## src/rtl/rstseq_pkg.sv

```systemverilog
package rstseq_pkg;

  typedef enum logic [2:0] {
    ST_COLD  = 3'd0,
    ST_WARM  = 3'd1,
    ST_BWAIT = 3'd2,
    ST_BOOT  = 3'd3,
    ST_RUN   = 3'd4
  } seq_state_e;

  // Width of a counter that must reach the value n.
  function automatic int unsigned cnt_w(input int unsigned n);
    return (n < 2) ? 1 : $clog2(n + 1);
  endfunction

  function automatic logic is_reset_state(input seq_state_e s);
    return (s == ST_COLD) || (s == ST_WARM);
  endfunction

  // Where the sequencer goes when reset ends.
  function automatic seq_state_e release_target(input logic boot_cfg,
                                                input logic bus_busy);
    seq_state_e t;
    if (!boot_cfg)     t = ST_RUN;
    else if (bus_busy) t = ST_BWAIT;
    else               t = ST_BOOT;
    return t;
  endfunction

endpackage

```

## src/rtl/rs_sync.sv

```systemverilog
module rs_sync #(
  parameter int unsigned W      = 2,
  parameter int unsigned STAGES = 2,
  parameter logic [W-1:0] RST_VAL = '0
) (
  input  logic         clk,
  input  logic         por_n,
  input  logic [W-1:0] d,
  output logic [W-1:0] q
);

  if (STAGES <= 1) begin : g_one
    logic [W-1:0] q_r;
    always_ff @(posedge clk or negedge por_n) begin
      if (!por_n) q_r <= RST_VAL;
      else        q_r <= d;
    end
    assign q = q_r;
  end else begin : g_chain
    localparam int unsigned TW = STAGES * W;
    logic [TW-1:0] chain;
    always_ff @(posedge clk or negedge por_n) begin
      if (!por_n) chain <= {STAGES{RST_VAL}};
      else        chain <= {chain[TW-W-1:0], d};
    end
    assign q = chain[TW-1 -: W];
  end

endmodule

```

## src/rtl/rs_lock_timer.sv

```systemverilog
module rs_lock_timer import rstseq_pkg::*; #(
  parameter int unsigned LOCK_CYCLES = 2000
) (
  input  logic clk,
  input  logic por_n,
  input  logic counting,
  output logic locked
);

  localparam int unsigned   CW    = cnt_w(LOCK_CYCLES);
  localparam logic [CW-1:0] LIMIT = CW'(LOCK_CYCLES);

  logic [CW-1:0] cnt_q;

  always_ff @(posedge clk or negedge por_n) begin
    if (!por_n)                       cnt_q <= '0;
    else if (counting && cnt_q != LIMIT) cnt_q <= cnt_q + 1'b1;
  end

  assign locked = (cnt_q == LIMIT);

  AST_LOCK_STICKY: assert property (@(posedge clk) disable iff (!por_n)
    locked |=> locked) else $error("lock indication dropped");

endmodule

```

## src/rtl/rs_pulse_qual.sv

```systemverilog
module rs_pulse_qual import rstseq_pkg::*; #(
  parameter int unsigned MIN_PULSE = 4
) (
  input  logic clk,
  input  logic por_n,
  input  logic rst_s,
  input  logic armed,
  output logic hit,
  output logic runt
);

  localparam int unsigned   CW     = cnt_w(MIN_PULSE);
  localparam logic [CW-1:0] LIMIT  = CW'(MIN_PULSE);
  localparam logic [CW-1:0] HIT_AT = CW'(MIN_PULSE - 1);

  logic [CW-1:0] low_q;

  always_ff @(posedge clk or negedge por_n) begin
    if (!por_n)              low_q <= '0;
    else if (rst_s)          low_q <= '0;
    else if (low_q != LIMIT) low_q <= low_q + 1'b1;
  end

  // the MIN_PULSE-th consecutive low cycle qualifies the pulse
  assign hit  = !rst_s && (low_q == HIT_AT);
  // the pin is high again before qualification: a glitch
  assign runt = armed && rst_s && (low_q != '0) && (low_q != LIMIT);

  AST_RUNT_FOLLOWS_LOW: assert property (@(posedge clk) disable iff (!por_n)
    runt |-> !$past(rst_s)) else $error("runt without a low cycle");
  AST_HIT_SINGLE: assert property (@(posedge clk) disable iff (!por_n)
    hit |=> !hit) else $error("qualification repeated");

endmodule

```

## src/rtl/rs_flag_port.sv

```systemverilog
module rs_flag_port (
  input  logic clk,
  input  logic por_n,
  input  logic in_reset,
  input  logic pin_s,
  input  logic sw_we,
  input  logic sw_dir,
  input  logic sw_out,
  output logic pad_oe,
  output logic pad_out,
  output logic strap_q
);

  logic dir_q, out_q, strap_r;

  always_ff @(posedge clk or negedge por_n) begin
    if (!por_n) begin
      dir_q   <= 1'b0;
      out_q   <= 1'b0;
      strap_r <= 1'b0;
    end else if (in_reset) begin
      dir_q   <= 1'b0;
      out_q   <= 1'b0;
      strap_r <= pin_s;
    end else if (sw_we) begin
      dir_q   <= sw_dir;
      out_q   <= sw_out;
    end
  end

  assign pad_oe  = dir_q & ~in_reset;
  assign pad_out = out_q;
  assign strap_q = strap_r;

  AST_STRAP_FROZEN: assert property (@(posedge clk) disable iff (!por_n)
    (!in_reset && !$past(in_reset)) |-> $stable(strap_q)) else $error("strap moved");
  AST_PAD_INPUT_AT_RELEASE: assert property (@(posedge clk) disable iff (!por_n)
    $fell(in_reset) |-> (!pad_oe && !pad_out)) else $error("pad driven at release");

endmodule

```

## src/rtl/boot_reset_sequencer.sv

```systemverilog
module boot_reset_sequencer import rstseq_pkg::*; #(
  parameter int unsigned LOCK_CYCLES = 2000,
  parameter int unsigned MIN_PULSE   = 4,
  parameter int unsigned SYNC_STAGES = 2,
  parameter int unsigned PC_W        = 14,
  parameter logic [PC_W-1:0] RESET_PC = '0
) (
  input  logic            clk,
  input  logic            por_n,
  input  logic            ext_rst_n,
  input  logic            bus_req,
  input  logic            boot_en,
  input  logic            boot_done,
  input  logic            pad_in,
  input  logic            sw_dir_we,
  input  logic            sw_dir,
  input  logic            sw_out,
  output logic            stk_clr,
  output logic            stat_clr,
  output logic            irq_mask_all,
  output logic            boot_req,
  output logic            fetch_en,
  output logic            fetch_start,
  output logic [PC_W-1:0] fetch_addr,
  output logic            runt_flag,
  output logic            mode_strap,
  output logic            flag_in,
  output logic            pad_oe,
  output logic            pad_out
);

  seq_state_e state_q, nxt_state;
  logic [1:0] sync_q;
  logic rst_s, pin_s, lock_done, warm_hit, runt_ev, in_reset, in_cold;
  logic release_now, boot_sel_q, fetch_start_q;

  rs_sync #(.W(2), .STAGES(SYNC_STAGES), .RST_VAL(2'b00)) u_sync (
    .clk(clk), .por_n(por_n), .d({ext_rst_n, pad_in}), .q(sync_q));
  assign rst_s = sync_q[1];
  assign pin_s = sync_q[0];

  assign in_reset = is_reset_state(state_q);
  assign in_cold  = (state_q == ST_COLD);

  rs_lock_timer #(.LOCK_CYCLES(LOCK_CYCLES)) u_lock (
    .clk(clk), .por_n(por_n), .counting(in_cold), .locked(lock_done));

  rs_pulse_qual #(.MIN_PULSE(MIN_PULSE)) u_qual (
    .clk(clk), .por_n(por_n), .rst_s(rst_s), .armed(!in_cold),
    .hit(warm_hit), .runt(runt_ev));

  rs_flag_port u_flag (
    .clk(clk), .por_n(por_n), .in_reset(in_reset), .pin_s(pin_s),
    .sw_we(sw_dir_we), .sw_dir(sw_dir), .sw_out(sw_out),
    .pad_oe(pad_oe), .pad_out(pad_out), .strap_q(mode_strap));

  // leaving reset: cold needs the lock count, warm only the pin
  assign release_now = rst_s && (in_cold ? lock_done : (state_q == ST_WARM));

  always_comb begin
    nxt_state = state_q;
    case (state_q)
      ST_COLD, ST_WARM: if (release_now) nxt_state = release_target(boot_en, bus_req);
      ST_BWAIT:         if (!bus_req)    nxt_state = ST_BOOT;
      ST_BOOT:          if (boot_done)   nxt_state = ST_RUN;
      ST_RUN:           nxt_state = ST_RUN;
      default:          nxt_state = ST_COLD;
    endcase
    if (!in_reset && warm_hit) nxt_state = ST_WARM;
  end

  always_ff @(posedge clk or negedge por_n) begin
    if (!por_n) begin
      state_q       <= ST_COLD;
      boot_sel_q    <= 1'b0;
      fetch_start_q <= 1'b0;
    end else begin
      state_q       <= nxt_state;
      if (in_reset) boot_sel_q <= boot_en;
      fetch_start_q <= (nxt_state == ST_RUN) && (state_q != ST_RUN);
    end
  end

  assign stk_clr      = in_reset;
  assign stat_clr     = in_reset;
  assign irq_mask_all = (state_q != ST_RUN);
  assign boot_req     = (state_q == ST_BOOT);
  assign fetch_en     = (state_q == ST_RUN);
  assign fetch_start  = fetch_start_q;
  assign fetch_addr   = RESET_PC;
  assign runt_flag    = runt_ev;
  assign flag_in      = pin_s;

  AST_COLD_NEEDS_LOCK: assert property (@(posedge clk) disable iff (!por_n)
    (in_cold && nxt_state != ST_COLD) |-> lock_done) else $error("early cold release");
  AST_WARM_FROM_HIT: assert property (@(posedge clk) disable iff (!por_n)
    (state_q == ST_WARM && $past(state_q) != ST_WARM) |-> $past(warm_hit))
    else $error("warm reset without qualified pulse");
  AST_BOOT_BUS_FREE: assert property (@(posedge clk) disable iff (!por_n)
    $rose(boot_req) |-> !$past(bus_req)) else $error("boot started under bus request");
  AST_BOOT_CFG: assert property (@(posedge clk) disable iff (!por_n)
    boot_req |-> boot_sel_q) else $error("boot without strap");
  AST_FETCH_ONE: assert property (@(posedge clk) disable iff (!por_n)
    fetch_start |=> !fetch_start) else $error("fetch start longer than one cycle");
  AST_MASK_IN_BOOT: assert property (@(posedge clk) disable iff (!por_n)
    (boot_req || stk_clr) |-> irq_mask_all) else $error("interrupts open early");

endmodule

```

## config.mk

```make
export PLATFORM = sky130hd
export DESIGN_NAME = boot_reset_sequencer
export DESIGN_NICKNAME = d
export VERILOG_FILES = /design/src/rtl/rstseq_pkg.sv /design/src/rtl/rs_sync.sv /design/src/rtl/rs_lock_timer.sv /design/src/rtl/rs_pulse_qual.sv /design/src/rtl/rs_flag_port.sv /design/src/rtl/boot_reset_sequencer.sv
export SDC_FILE = /design/constraint.sdc
export NUM_CORES = 1
export LEC_CHECK = 0
export BUFFER_PORTS_ARGS = -buffer_cell sky130_fd_sc_hd__buf_2
export CORE_UTILIZATION = 47
export CTS_CLUSTER_DIAMETER = 120
export DETAILED_ROUTE_END_ITERATION = 6
export PLACE_DENSITY = 0.75
export SLEW_MARGIN = 20
export SYNTH_ARGS = -nofsm -noshare
export SYNTH_HDL_FRONTEND = slang
export SYNTH_SLANG_ARGS = --single-unit
```

## constraint.sdc

```tcl
create_clock -name clk -period 1.5 [get_ports clk]
set_input_delay 0.075 -clock clk [delete_from_list [all_inputs] [get_ports clk]]
set_output_delay 0.075 -clock clk [all_outputs]
set_load 0.05 [all_outputs]
```

==> reports/qor.tcl <==
set qor(drive_gt1_frac) 0.400
set qor(final_hold_viol_count) 0
set qor(die-area_um2) 3120
set qor(critical_path.startpoint_type) {register}
set qor(crit-reg2reg-capture) {u_lock.cnt_q[6]$_DFFE_PN0P_}
set qor(p_total_w) 0.00356
set qor(buffers_added_on_ports) 20
set qor(synth-edff-count) 0
set qor(antenna_violating_nets_post_route) 0
set qor(relSlewSlack) 0.630
set qor(timing.reg2reg.setup_slack_ns) -0.05
set qor(post-route-period-util) 1.03
set qor(wl_per_cell_um) 16.6
set qor(number_of_cell_rows) 19
set qor(placedInstanceArea_um2) 1540
set qor(design.core.area_um2) 2760
set qor(tritoncts_clock_tree) {built}
set qor(grt_max_degree) 26
set qor(floorplan.die.height_um) 55.9
set qor(min-delay-path-class) {input pin to register}
set qor(seq_power_share) 0.299
set qor(maxcap_viol_count) 0
set qor(numPlacedInstances) 188
set qor(dr.first_iter.drc_count) 36
set qor(instances_no_fill) 201
set qor(static_leakage_nw) 0.882
set qor(clock.fmax_mhz) 645
set qor(numCtsBuffers) 3
set qor(drt_pre_antenna_iters) 4
set qor(p_switching_w) 0.00169
set qor(synth_warnings) 0
set qor(synth-async-reset-ratio) 1.00
set qor(layout.cell_area.non_filler_um2) 1820
set qor(finalWorstSetupSlack_ns) -0.0509
set qor(n_antenna_cell) 0
set qor(insertion_delay_ns) 0.33
set qor(htree_levels) 1
set qor(worstSetupPathType) {register to register}
set qor(critPathSlowestCell) {or4b_4}
set qor(synthesis.area_um2) 1360
set qor(synthesis.instances) 130
set qor(cts-root-to-sink-buffers) 2
set qor(dp_worst_slack_ns) -0.0812
set qor(cts_sinks) 25
set qor(setup_viol_count_final) 5
set qor(power_switching_share) 0.474
set qor(totalWireLength_um) 3330
set qor(regToRegStartpoint) {u_lock.cnt_q[1]$_DFFE_PN0P_}
set qor(gpl.final_weighted_congestion) 0.864
set qor(worst_ir_drop_vdd_v) 0.00180
set qor(floorplan.initialDensity) 0.495
set qor(grt_usage) 0.216
set qor(post-dp-hpwl_um) 2140
set qor(cp-startpoint) {u_lock.cnt_q[1]$_DFFE_PN0P_}
set qor(most-common-layout-cells) {dfrtp_1 (24), buf_2 (15), conb_1 (14), buf_4 (13), inv_1 (9)}
set qor(critPathMaxFanout) 4
set qor(ys_ff_latch) 25
set qor(timing.reg2reg.worst_path_depth) 4
set qor(synth-main-ff-cell) {dfrtp_1}
set qor(crit_required_ns) 1.75
set qor(critical_path_arrival_ns) 1.80
set qor(grt_first_pass_wirelength_um) 5140
set qor(run_status) {finished with violations}
set qor(die_x_um) 55.9
set qor(fillCellCount) 199
set qor(routed-via-count) 1087
set qor(grt_remaining_overflow) 0
set qor(timing.critical_path.cells) {ha_1 -> or4b_4 -> nor3_2 -> xor2_1}
set qor(detail_route.drc_violations) 0
set qor(mostFrequentLayoutCell) {dfrtp_1}
set qor(finalCriticalPeriod_ns) 1.55
set qor(finClkSkew_ns) 0.00610
set qor(worstSetupEndpoint) {u_lock.cnt_q[6]$_DFFE_PN0P_}
set qor(p_clk_frac) 0.088
set qor(area_delta_synth_final_pct) 33.6
set qor(clock_tree.root_cell) {clkbuf_4}
set qor(cpPeakStageDelay_ns) 0.53
set qor(yosysSeqAreaShare) 0.459
set qor(cellPowerDensity_nw_per_um2) 1960
set qor(first_global_vias) 1105
set qor(violated_checks) {negative setup slack}
set qor(ys_types) 38
set qor(crit_path_end_kind) {register}
set qor(rsz0062_at_grt) {yes}
set qor(worstHoldPathCells) 3
set qor(clkSlewWorstSetupHoldPaths_ns) 0.14
set qor(share_comb_of_total_power) 0.613
set qor(antenna_violations_before_repair) 0
set qor(timing_worst_slew_pin_value_ns) 0.555
set qor(post_synth.cell_area_avg_um2) 10.5
set qor(internal-power_w) 0.00187
set qor(routed_via_density) 5.41
set qor(slew_violations) 0
set qor(final_net_count) 186
set qor(io-pin-count) 35
worst max-delay path, delay by kind of cell (launching register included):
family	cells	cell delay, ns
AND/OR/NAND/NOR	2	0.71
adder cells (fa/ha/maj)	1	0.17
XOR/XNOR	1	0.19
flip-flops	1	0.40
flip-flops by register name, summed over array words and instances (netlist names):
name and count:
u_lock.cnt_q 11, u_sync.g_chain.chain 4, state_q 3, u_qual.low_q 3, fetch_start 1, u_flag.dir_q 1, u_flag.pad_out 1, u_flag.strap_q 1
cells by family after synthesis:
logic type / after synthesis / share of synthesized area
buf+inv: 27 / 0.127
flops: 25 / 0.459
xor+xnor: 11 / 0.0706
simple gates: 43 / 0.185
mux: 4 / 0.0312
other cells: 1 / 0.00275
fa+ha+maj: 5 / 0.0459
compound gates: 14 / 0.0789
final cells by class:
| cell class | instances | area, um^2 | share of cell area |
|---|---|---|---|
| clock inverter | 1 | 7.51 | 0.00412 |
| multi-input combinational | 91 | 778 | 0.427 |
| inverter | 10 | 41.3 | 0.0227 |
| tap | 31 | 38.8 | 0.0213 |
| clock buffer | 3 | 22.5 | 0.0124 |
| sequential | 25 | 627 | 0.344 |
| timing repair buffer | 40 | 307 | 0.168 |
repair_timing:
item                                    in CTS  in global routing
hold buffers                                 4                  0
pin swaps                                    2                 13
gates resized for setup                     20                 22
cloned                                       0                  1
endpoints found under the setup margin      18                 19
endpoints found under the hold margin       28                  0
buffers inserted                             2                  2
stage by stage:
step / hold WS [ns] / setup TNS [ns] / utilization
2_1_floorplan: -0.221 / -0.549 / -
3_3_place_gp: 0.0895 / -0.0193 / 0.559
3_5_place_dp: 0.0959 / -0.311 / 0.559
4_1_cts: 0.0147 / -0.447 / 0.621
5_1_grt: 0.0394 / -0.622 / 0.661
6_report: 0.0139 / -0.130 / 0.661
power by group through the flow:
stage	clock network (W)	registers [W]	logic, W
4_1_cts	0.000325	0.00105	0.00194
2_1_floorplan	0	0.00114	0.00116
6_report	0.000312	0.00107	0.00219
5_1_grt	0.000343	0.00109	0.00233
3_3_place_gp	0	0.00103	0.00162
3_5_place_dp	0	0.00104	0.00169
routing by layer:
layer / routed length [um] / share of wire / track usage
met5: 0 / 0 / 0
met4: 65 / 0.020 / 0.0627
met3: 143 / 0.043 / 0.0581
met2: 1800 / 0.54 / 0.382
met1: 1320 / 0.40 / 0.257
cells in the mapped netlist, drive strengths merged (4+ instances only):
cell / n / share of area
buf: 17 / 0.099
dfrtp: 25 / 0.46
ha: 5 / 0.046
inv: 10 / 0.028
nand2: 7 / 0.019
nand4: 4 / 0.018
nor2: 7 / 0.019
nor3: 5 / 0.018
xnor2: 4 / 0.026
xor2: 7 / 0.045
worst min path at each step:
stage / from / end / slack [ns]
final: sw_dir / u_flag.dir_q$_DFFE_PN0P_ / 0.01
after global routing: sw_dir / u_flag.dir_q$_DFFE_PN0P_ / 0.04
after CTS: sw_dir_we / u_flag.pad_out$_DFFE_PN0P_ / 0.01
after detailed placement: por_n / fetch_start$_DFF_PN0_ / 0.1
after global placement: por_n / fetch_start$_DFF_PN0_ / 0.09
after floorplan: por_n / fetch_start$_DFF_PN0_ / -0.22
Note: power is estimated with default switching activity, not from simulation.
